File: src/rtl/busrt_pkg.sv
package busrt_pkg;
   localparam int WORD_W  = 32;
   localparam int LANES   = WORD_W / 8;

   typedef enum logic [1:0] {
      SZ_BYTE = 2'd0,
      SZ_HALF = 2'd1,
      SZ_WORD = 2'd2,
      SZ_RSVD = 2'd3
   } size_e;

   // byte lanes touched by an access of a given size at lane offset
   function automatic logic [LANES-1:0] lane_enables(input logic [1:0] sz, input logic [1:0] lane);
      logic [LANES-1:0] be;
      case (sz)
         SZ_BYTE: be = LANES'(1) << lane;
         SZ_HALF: be = lane[1] ? 4'b1100 : 4'b0011;
         SZ_WORD: be = 4'b1111;
         default: be = 4'b0000;
      endcase
      return be;
   endfunction
endpackage

File: src/rtl/busrt_decode.sv
module busrt_decode #(
   parameter int                ADDR_W    = 32,
   parameter logic [ADDR_W-1:0] RAM_BASE  = '0,
   parameter int unsigned       RAM_BYTES = 256,
   parameter logic [ADDR_W-1:0] IO_BASE   = '0,
   parameter int unsigned       IO_BYTES  = 12,
   parameter int                IDX_W     = 6,
   parameter int                OFF_W     = 4
) (
   input  logic [ADDR_W-1:0] addr,
   output logic              ram_sel,
   output logic              io_sel,
   output logic [IDX_W-1:0]  ram_idx,
   output logic [OFF_W-1:0]  io_off
);
   localparam logic [ADDR_W:0] RAM_LO = {1'b0, RAM_BASE};
   localparam logic [ADDR_W:0] RAM_HI = RAM_LO + (ADDR_W+1)'(RAM_BYTES);
   localparam logic [ADDR_W:0] IO_LO  = {1'b0, IO_BASE};
   localparam logic [ADDR_W:0] IO_HI  = IO_LO + (ADDR_W+1)'(IO_BYTES);

   logic [ADDR_W:0] a_ext;
   logic            ram_hit, io_hit;

   assign a_ext = {1'b0, addr};

   generate
      if (RAM_BYTES == 0) begin : g_no_ram
         assign ram_hit = 1'b0;
      end else begin : g_ram_win
         assign ram_hit = (a_ext >= RAM_LO) && (a_ext < RAM_HI);
      end
   endgenerate

   assign io_hit  = (a_ext >= IO_LO) && (a_ext < IO_HI);
   // RAM window wins over anything else mapped at the same address
   assign ram_sel = ram_hit;
   assign io_sel  = io_hit && !ram_hit;
   assign ram_idx = IDX_W'((addr - RAM_BASE) >> 2);
   assign io_off  = OFF_W'(addr - IO_BASE);
endmodule

File: src/rtl/busrt_ram.sv
module busrt_ram
   import busrt_pkg::*;
#(
   parameter int WORDS = 64,
   parameter int IDX_W = 6
) (
   input  logic              clk,
   input  logic              rst_n,
   input  logic              en,
   input  logic              write,
   input  logic [1:0]        size,
   input  logic [1:0]        lane,
   input  logic [IDX_W-1:0]  idx,
   input  logic [WORD_W-1:0] wdata,
   output logic [WORD_W-1:0] rdata
);
   generate
      if (WORDS == 0) begin : g_empty
         assign rdata = '0;
      end else begin : g_mem
         logic [WORD_W-1:0] mem [WORDS];
         logic [WORD_W-1:0] rd_q;
         logic [LANES-1:0]  be;
         logic [WORD_W-1:0] bmask;
         logic [WORD_W-1:0] wpos;
         logic [WORD_W-1:0] cur;
         logic [WORD_W-1:0] merged;
         logic [WORD_W-1:0] shifted;
         logic [WORD_W-1:0] extract;

         assign be  = lane_enables(size, lane);
         assign cur = mem[idx];

         for (genvar l = 0; l < LANES; l++) begin : g_lane
            assign bmask[8*l +: 8] = {8{be[l]}};
         end

         always_comb begin
            case (size)
               SZ_BYTE: wpos = {LANES{wdata[7:0]}};
               SZ_HALF: wpos = {2{wdata[15:0]}};
               default: wpos = wdata;
            endcase
         end

         // clear the target lanes then OR in the placed data
         assign merged = (cur & ~bmask) | (wpos & bmask);

         always_comb begin
            case (size)
               SZ_BYTE: begin
                  shifted = cur >> {lane, 3'b000};
                  extract = {24'b0, shifted[7:0]};
               end
               SZ_HALF: begin
                  shifted = cur >> {lane[1], 4'b0000};
                  extract = {16'b0, shifted[15:0]};
               end
               default: begin
                  shifted = cur;
                  extract = cur;
               end
            endcase
         end

         always_ff @(posedge clk) begin
            if (!rst_n) begin
               for (int i = 0; i < WORDS; i++) mem[i] <= '0;
               rd_q <= '0;
            end else if (en) begin
               if (write) mem[idx] <= merged;
               else       rd_q     <= extract;
            end
         end

         assign rdata = rd_q;


         store_keep_chk: assert property (@(posedge clk) disable iff (!rst_n)
            (en && write) |=> (((mem[$past(idx)] ^ $past(cur)) & ~$past(bmask)) == '0));
      end
   endgenerate
endmodule

File: src/rtl/busrt_tbio.sv
module busrt_tbio
   import busrt_pkg::*;
#(
   parameter int OFF_W = 4
) (
   input  logic              clk,
   input  logic              rst_n,
   input  logic              sel,
   input  logic              fire,
   input  logic              write,
   input  logic [1:0]        size,
   input  logic [OFF_W-1:0]  off,
   input  logic [WORD_W-1:0] wdata,
   output logic              accept,
   output logic              char_stb,
   output logic [7:0]        char_byte,
   output logic              hex_stb,
   output logic [WORD_W-1:0] hex_word,
   output logic              exit_stb,
   output logic [WORD_W-1:0] exit_code
);
   localparam logic [OFF_W-1:0] OFF_CHAR = OFF_W'(0);
   localparam logic [OFF_W-1:0] OFF_HEX  = OFF_W'(4);
   localparam logic [OFF_W-1:0] OFF_EXIT = OFF_W'(8);

   logic word_wr, hit_char, hit_hex, hit_exit;

   assign word_wr  = sel && write && (size == SZ_WORD);
   assign hit_char = word_wr && (off == OFF_CHAR);
   assign hit_hex  = word_wr && (off == OFF_HEX);
   assign hit_exit = word_wr && (off == OFF_EXIT);
   assign accept   = hit_char || hit_hex || hit_exit;

   always_ff @(posedge clk) begin
      if (!rst_n) begin
         char_stb  <= 1'b0;
         hex_stb   <= 1'b0;
         exit_stb  <= 1'b0;
         char_byte <= '0;
         hex_word  <= '0;
         exit_code <= '0;
      end else begin
         char_stb <= fire && hit_char;
         hex_stb  <= fire && hit_hex;
         exit_stb <= fire && hit_exit;
         if (fire && hit_char) char_byte <= wdata[7:0];
         if (fire && hit_hex)  hex_word  <= wdata;
         if (fire && hit_exit) exit_code <= wdata;
      end
   end


   one_strobe_chk: assert property (@(posedge clk) disable iff (!rst_n)
      $onehot0({char_stb, hex_stb, exit_stb}));
endmodule

File: src/rtl/hart_bus_router.sv
module hart_bus_router
   import busrt_pkg::*;
#(
   parameter int                ADDR_W    = 32,
   parameter logic [ADDR_W-1:0] RAM_BASE  = '0,
   parameter int unsigned       RAM_BYTES = 256,
   parameter logic [ADDR_W-1:0] IO_BASE   = ADDR_W'(32'h8000_0000),
   parameter int unsigned       IO_BYTES  = 12
) (
   input  logic              clk,
   input  logic              rst_n,
   input  logic              req_valid,
   input  logic              req_write,
   input  logic [1:0]        req_size,
   input  logic [ADDR_W-1:0] req_addr,
   input  logic [31:0]       req_wdata,
   output logic              rsp_valid,
   output logic              rsp_fault,
   output logic [31:0]       rsp_rdata,
   output logic              char_stb,
   output logic [7:0]        char_byte,
   output logic              hex_stb,
   output logic [31:0]       hex_word,
   output logic              exit_stb,
   output logic [31:0]       exit_code
);
   localparam int WORDS = int'(RAM_BYTES / 4);
   localparam int IDX_W = (WORDS > 1) ? $clog2(WORDS) : 1;
   localparam int OFF_W = (IO_BYTES > 1) ? $clog2(IO_BYTES) : 1;

   generate
      if (RAM_BYTES % 4 != 0) begin : g_bad_ram_size
         $error("RAM_BYTES must be a multiple of 4");
      end
      if (RAM_BASE[1:0] != 2'b00) begin : g_bad_ram_base
         $error("RAM_BASE must be word aligned");
      end
      if (IO_BYTES < 12) begin : g_bad_io_size
         $error("IO_BYTES must cover three word slots");
      end
      if (ADDR_W < 8) begin : g_bad_addr_w
         $error("ADDR_W too narrow");
      end
   endgenerate

   logic             ram_sel, io_sel, io_accept, size_ok, ram_ok, ok;
   logic [IDX_W-1:0] ram_idx;
   logic [OFF_W-1:0] io_off;
   logic [31:0]      ram_rdata;
   logic             rsp_valid_q, rsp_fault_q, rd_ram_q;

   busrt_decode #(
      .ADDR_W(ADDR_W), .RAM_BASE(RAM_BASE), .RAM_BYTES(RAM_BYTES),
      .IO_BASE(IO_BASE), .IO_BYTES(IO_BYTES), .IDX_W(IDX_W), .OFF_W(OFF_W)
   ) u_decode (
      .addr(req_addr), .ram_sel(ram_sel), .io_sel(io_sel),
      .ram_idx(ram_idx), .io_off(io_off)
   );

   assign size_ok = (req_size != SZ_RSVD);
   assign ram_ok  = ram_sel && size_ok;
   assign ok      = ram_ok || io_accept;

   busrt_ram #(.WORDS(WORDS), .IDX_W(IDX_W)) u_ram (
      .clk(clk), .rst_n(rst_n), .en(req_valid && ram_ok), .write(req_write),
      .size(req_size), .lane(req_addr[1:0]), .idx(ram_idx),
      .wdata(req_wdata), .rdata(ram_rdata)
   );

   busrt_tbio #(.OFF_W(OFF_W)) u_tbio (
      .clk(clk), .rst_n(rst_n), .sel(io_sel), .fire(req_valid && io_sel),
      .write(req_write), .size(req_size), .off(io_off), .wdata(req_wdata),
      .accept(io_accept), .char_stb(char_stb), .char_byte(char_byte),
      .hex_stb(hex_stb), .hex_word(hex_word), .exit_stb(exit_stb),
      .exit_code(exit_code)
   );

   always_ff @(posedge clk) begin
      if (!rst_n) begin
         rsp_valid_q <= 1'b0;
         rsp_fault_q <= 1'b0;
         rd_ram_q    <= 1'b0;
      end else begin
         rsp_valid_q <= req_valid;
         rsp_fault_q <= req_valid && !ok;
         rd_ram_q    <= req_valid && ram_ok && !req_write;
      end
   end

   assign rsp_valid = rsp_valid_q;
   assign rsp_fault = rsp_fault_q;
   assign rsp_rdata = rd_ram_q ? ram_rdata : '0;


   rsp_follows_req_chk: assert property (@(posedge clk) disable iff (!rst_n)
      req_valid |=> rsp_valid);

   rsp_idle_chk: assert property (@(posedge clk) disable iff (!rst_n)
      !req_valid |=> !rsp_valid);

   fault_quiet_chk: assert property (@(posedge clk) disable iff (!rst_n)
      rsp_fault |-> (rsp_valid && rsp_rdata == '0 && !char_stb && !hex_stb && !exit_stb));

   strobe_ok_chk: assert property (@(posedge clk) disable iff (!rst_n)
      (char_stb || hex_stb || exit_stb) |-> (rsp_valid && !rsp_fault));
endmodule

File: config.mk
export PLATFORM = sky130hd
export DESIGN_NAME = hart_bus_router
export DESIGN_NICKNAME = d
export VERILOG_FILES = /design/src/rtl/busrt_pkg.sv /design/src/rtl/busrt_decode.sv /design/src/rtl/busrt_ram.sv /design/src/rtl/busrt_tbio.sv /design/src/rtl/hart_bus_router.sv
export SDC_FILE = /design/constraint.sdc
export NUM_CORES = 2
export LEC_CHECK = 0
export ABC_AREA = 1
export BUFFER_PORTS_ARGS = -buffer_cell sky130_fd_sc_hd__buf_2
export CORE_ASPECT_RATIO = 1.5
export CORE_MARGIN = 3
export CORE_UTILIZATION = 55
export CTS_CLUSTER_SIZE = 16
export DETAILED_ROUTE_END_ITERATION = 7
export PLACE_DENSITY = 0.71
export SKIP_CTS_REPAIR_TIMING = 1
export SYNTH_ARGS = -nofsm -noshare
export SYNTH_HDL_FRONTEND = slang
export SYNTH_SLANG_ARGS = --single-unit
File: constraint.sdc
create_clock -name clk -period 4 [get_ports clk]
set_input_delay 0.8 -clock clk [delete_from_list [all_inputs] [get_ports clk]]
set_output_delay 0.8 -clock clk [all_outputs]
set_load 0.01 [all_outputs]
# After elaboration in Yosys (flattened, before gate mapping)
# Memories as Yosys holds them, arrays and structs flattened.
# Index checks and enable logic that the tools add are counted.
# W data, S select, Z words.
[word_totals]
elab_cells = 68
ff_bits = 110
ramBits = 2048
out_inout_bits = 109
in_bits = 70
mem_count = 1
[op_classes]
n_reduce_logical = 26
n_addsub = 1
n_lt_le_gt_ge = 4
eq_ne = 5
n_bitwise = 5
muxes = 13
shifts = 3
[mem_list]
columns = ["name", "words", "width", "rd", "rd_ports_with_merged_regs", "write_ports", "line", "source"]
rows = [
  ["u_ram.g_mem.mem", 64, 32, 1, 0, 64, "busrt_ram.sv:21", "logic [WORD_W-1:0] mem [WORDS];"],
]
[ops]
columns = ["operator", "count"]
rows = [
  ["$pmux W32 S2", 2],
  ["$and A32 B32 Y32", 2],
  ["$mux W32", 2],
  ["$ge A32 B1 Y1 const B", 1],
  ["$ge A32 B32 Y1 const B", 1],
  ["$lt A32 B32 Y1 const B", 1],
  ["$lt A32 B9 Y1 const B", 1],
  ["$not A32 Y32", 1],
  ["$or A32 B32 Y32", 1],
  ["$reduce_or A32 Y1", 1],
  ["$shr A32 B5 Y16", 1],
  ["$shr A32 B5 Y8", 1],
  ["$logic_and A1 B1 Y1", 16],
  ["$pmux W4 S3", 1],
  ["$mux W1", 6],
  ["$mux W6", 1],
  ["$eq A4 B3 Y1 const B", 1],
  ["$eq A4 B4 Y1 const B", 1],
  ["$logic_not A4 Y1", 1],
  ["$mux W4", 1],
  ["$shl A1 B2 Y4 const A", 1],
  ["$sub A4 B1 Y4 const B", 1],
  ["$logic_not A1 Y1", 3],
  ["$logic_or A1 B1 Y1", 3],
  ["other kinds (6)", 6],
]

# Logic depth before layout (Yosys ltp)
[logic_depth]
depth_word = 12
ltp_mapped = 20

# Hierarchy
# Synthesis repeated with hierarchy kept, for this count alone.
[hier_totals]
cells_unflattened = 11262
area_unflattened_um2 = 101245.9
[by_module_without_submodules]
columns = ["module", "area_per_inst_um2", "instances", "seq_area_each_um2", "cells_each"]
rows = [
  ["busrt_ram", 96865.4, 1, 62139.6, 10534],
  ["busrt_tbio", 3774.9, 1, 1501.4, 599],
  ["hart_bus_router", 396.6, 1, 60.1, 85],
  ["busrt_decode", 209.0, 1, 0.0, 44],
]

# Worst setup path after synthesis
# Ideal clock, no wire load.
[synth_path]
path_type = "input-to-reg"
start = "input req_addr[29]"
end = "memory u_ram.g_mem.mem[14][0], enable pin"
required_ns = 3.611
slack_ns = 0.494
path_stages = 12
t_arrival_ns = 3.117
path_cell_list = "nor2_1 -> inv_1 -> nor3_1 -> nand3_1 -> nor3_1 -> nand2_1 -> nor3_1 -> nand2_1 -> nor2_1 -> nand2_1 -> buf_2 -> nand2_1"
[synth_rtl]
columns = ["element", "line", "source"]
rows = [
  ["start: declaration", "hart_bus_router.sv:15", "input logic [ADDR_W-1:0] req_addr,"],
  ["end: declaration", "busrt_ram.sv:21", ""],
]

==> run metrics <==
final net count=10,184; Detailed Route WL=329,000 um; Leakage=around 45 nW; Worst setup startpoint=req_addr[14]; Pwr per Cell Area=~460 nW/um2; Synth cell types=34; sequential fraction of the synthesis area=around 66%; Net Count, Synth=10,065; clock-pin slew on the worst setup and hold paths=~0.07 ns; crit path kind=input port to flop; largest net degree at the start of global routing=approximately 100; Worst EP required=about 4.6 ns; Clock Latency Late Sink=slightly below 0.9 ns; Final Critical Period=between 3 and 4 ns; largest family of logic cells by synthesized area=simple AND/OR/NAND/NOR gates; fin util=a little over three fifths; row count=between 150 and 200; CTS tree=yes; H-tree Lvls=4; Setup Skew=0.0506 ns; final antenna-violating net count=0; status=finished, violations left; Residual DRC=1; Detailed Place HPWL=214,000 um; initial antenna violation count=8; Vias=roughly 76,000; Area growth syn-to-layout=14.0%; Yosys warnings=0; crit-path max FO=12; Synth Area in Simple Gates=about a quarter; worst path cell trace=buf_2 -> nor4_1 -> nand3_1 -> nor3_1 -> nand2_1 -> nor3_1 -> nand2_1 -> nor2_1 -> buf_4 -> nand2_1 -> nand2_1 -> buf_4; Final Setup Violations=0; Num CTS Buffers=192; gp weighted congestion=about 1; maximum VDD drop=484 uV; Core ar.=between 150,000 and 200,000 um2; sequential cell area=between 60,000 and 70,000 um2; final hold vios=0; DRT Pass-1 Iters=8; die height=about 520 um; CP Buf/Inv Count=3; Period Utilization, post-route=a little over 90%; worst r2r src=u_ram.g_mem.mem[20][12]; most frequent CP cell=nand2_1; XOR/XNOR Fraction of Synth Area=0%; GRT Residual Overflow=0; die area=~180,000 um2; Crit-path slowest cell=nor3_1; Fillers=~14,000; RSZ-0062 raised after global routing=no; Crit path largest cell delay=1.00 ns; crit path capture type=flop; Post-Syn Area=slightly below 100,000 um2; Max Freq=approximately 270 MHz; max-slew headroom at the worst pin=14.1%; Vias per Instance=~6; initial DRC count=around 11,000; CP delay by family, top=simple AND/OR/NAND/NOR gates; complex-gate fraction of the synthesized area=3.07%; vias in the first global route=about 73,000; GRT Overall Usage=a little over a third; most common cell after layout, fill and taps aside=nand2_1; I/O Pins=~180; post-DR wirelength/cell=26.2 um; Mapped Cells=~10,000; crit path launch type=input port; Post-Layout Cell Count=12,546; min-delay src=rst_n; Hold WS=about 0.14 ns; syn_area_per_cell=between 9 and 10 um2; die width=between 300 and 400 um; root buf cell=clkbuf_16; clk buf depth=3; HP Class=input port to flop; Multi-input gate area=27,600 um2; Total Power=around 50 mW; clock sinks=2,158; most frequent cells in the layout=nand2_1 (3,166), nor2_1 (2,339), edfxtp_1 (2,048); Starting Density=55.5%; fraction of layout instances using a drive strength above 1=roughly a tenth; Worst EP arrival=around 4.3 ns; fraction of the mapped netlist area in adder cells=0%; IO Port Bufs=178; Post-Route Setup TNS=0 ns; #FFs+latches synth=2,158; post-synthesis mux area share=0.318%; slew at the pin closest to its max-slew limit=between 1 and 1.5 ns; placed cell count=roughly 12,000; max cap viols=0; Final Slew Violations=0; first-pass GRT wire length=around 480,000 um; failing checks=design-rule violations
[cell families (layout without fill, tap and decap cells)]
| family | after synthesis | in the layout |
|---|---|---|
| muxes | 14 | 14 |
| AOI/OAI and AO/OA | 511 | 511 |
| buffers and inverters | 1188 | 1466 |
| and+or+nand+nor | 6124 | 6124 |
| DFF | 2158 | 2158 |
| other | 0 | 5 |
[worst min-delay path: stages]
cell     delay (ns)
buf_4          0.09
nand2_1        0.06
inv_1          0.06
[area by class of cell]
class	instances	share of cell area, %
clock buffers	242	4.66
flip-flops and latches	2158	58.0
inverters	415	1.44
clock inverters	111	1.07
multi-input cells	6649	25.1
repair buffers	698	7.08
diodes	5	0.0114
well taps	2268	2.59
[registers in the layout, indices dropped and copies added, names as in the netlist]
| signal | count |
|---|---|
| rd_ram_q | 1 |
| rsp_fault | 1 |
| rsp_valid | 1 |
| u_ram.g_mem.mem | 2048 |
| u_ram.rdata | 32 |
| u_tbio.char_byte | 8 |
| u_tbio.char_stb | 1 |
| u_tbio.exit_code | 32 |
| u_tbio.exit_stb | 1 |
| u_tbio.hex_stb | 1 |
| u_tbio.hex_word | 32 |
[metrics by stage]
stage                     setup WS [ns]  cell area (um2)
after global placement           -0.371           103000
after global routing              0.297           110000
after floorplan                   0.494            96300
final                             0.309           110000
after CTS                         0.598           110000
after detailed placement         -0.293           103000
[power breakdown]
part	switching, mW	leakage [nW]	total, mW	internal, mW
registers	0.202	22.0	25.5	25.3
logic	4.52	19.5	6.10	1.58
clock network	8.57	3.07	18.7	10.1
[cell usage after synthesis (all sizes together)]
cell type,instances,share of area [%]
nand2,3170,12
nor2,2347,9.2
edfxtp,2048,64
buf,612,3.1
inv,415,1.6
nand3,303,1.6
nand4,287,1.9
a21oi,279,1.4
clkbuf,161,0.63
o21ai,116,0.69
dfxtp,110,2.3
a211oi,72,0.56
a22oi,39,0.30
mux2i,14,0.32
nor3,10,0.069
nand3b,4,0.031
nor4,3,0.019
o2111ai,2,0.018
o31ai,2,0.044
a31oi,1,0.0065
[metal layers]
layer | GRT usage [%] | vias to the layer above | share of wire [%]
li1 | - | 32956 | -
met1 | 44.9 | 36405 | 33
met2 | 55.9 | 5562 | 46
met3 | 7.23 | 1163 | 12
met4 | 25.9 | 0 | 8.6
met5 | 0 | - | 0
[worst paths after layout]
kind                             to  slack (ns)  cells past startpoint
max          u_ram.g_mem.mem[54][9]        0.31                     12
min                       rsp_valid        0.14                      3
max reg2reg  u_ram.g_mem.mem[9][12]        1.11                     15
min reg2reg      u_tbio.hex_word[2]        0.46                      2
Note: power is estimated with default switching activity, not from simulation.
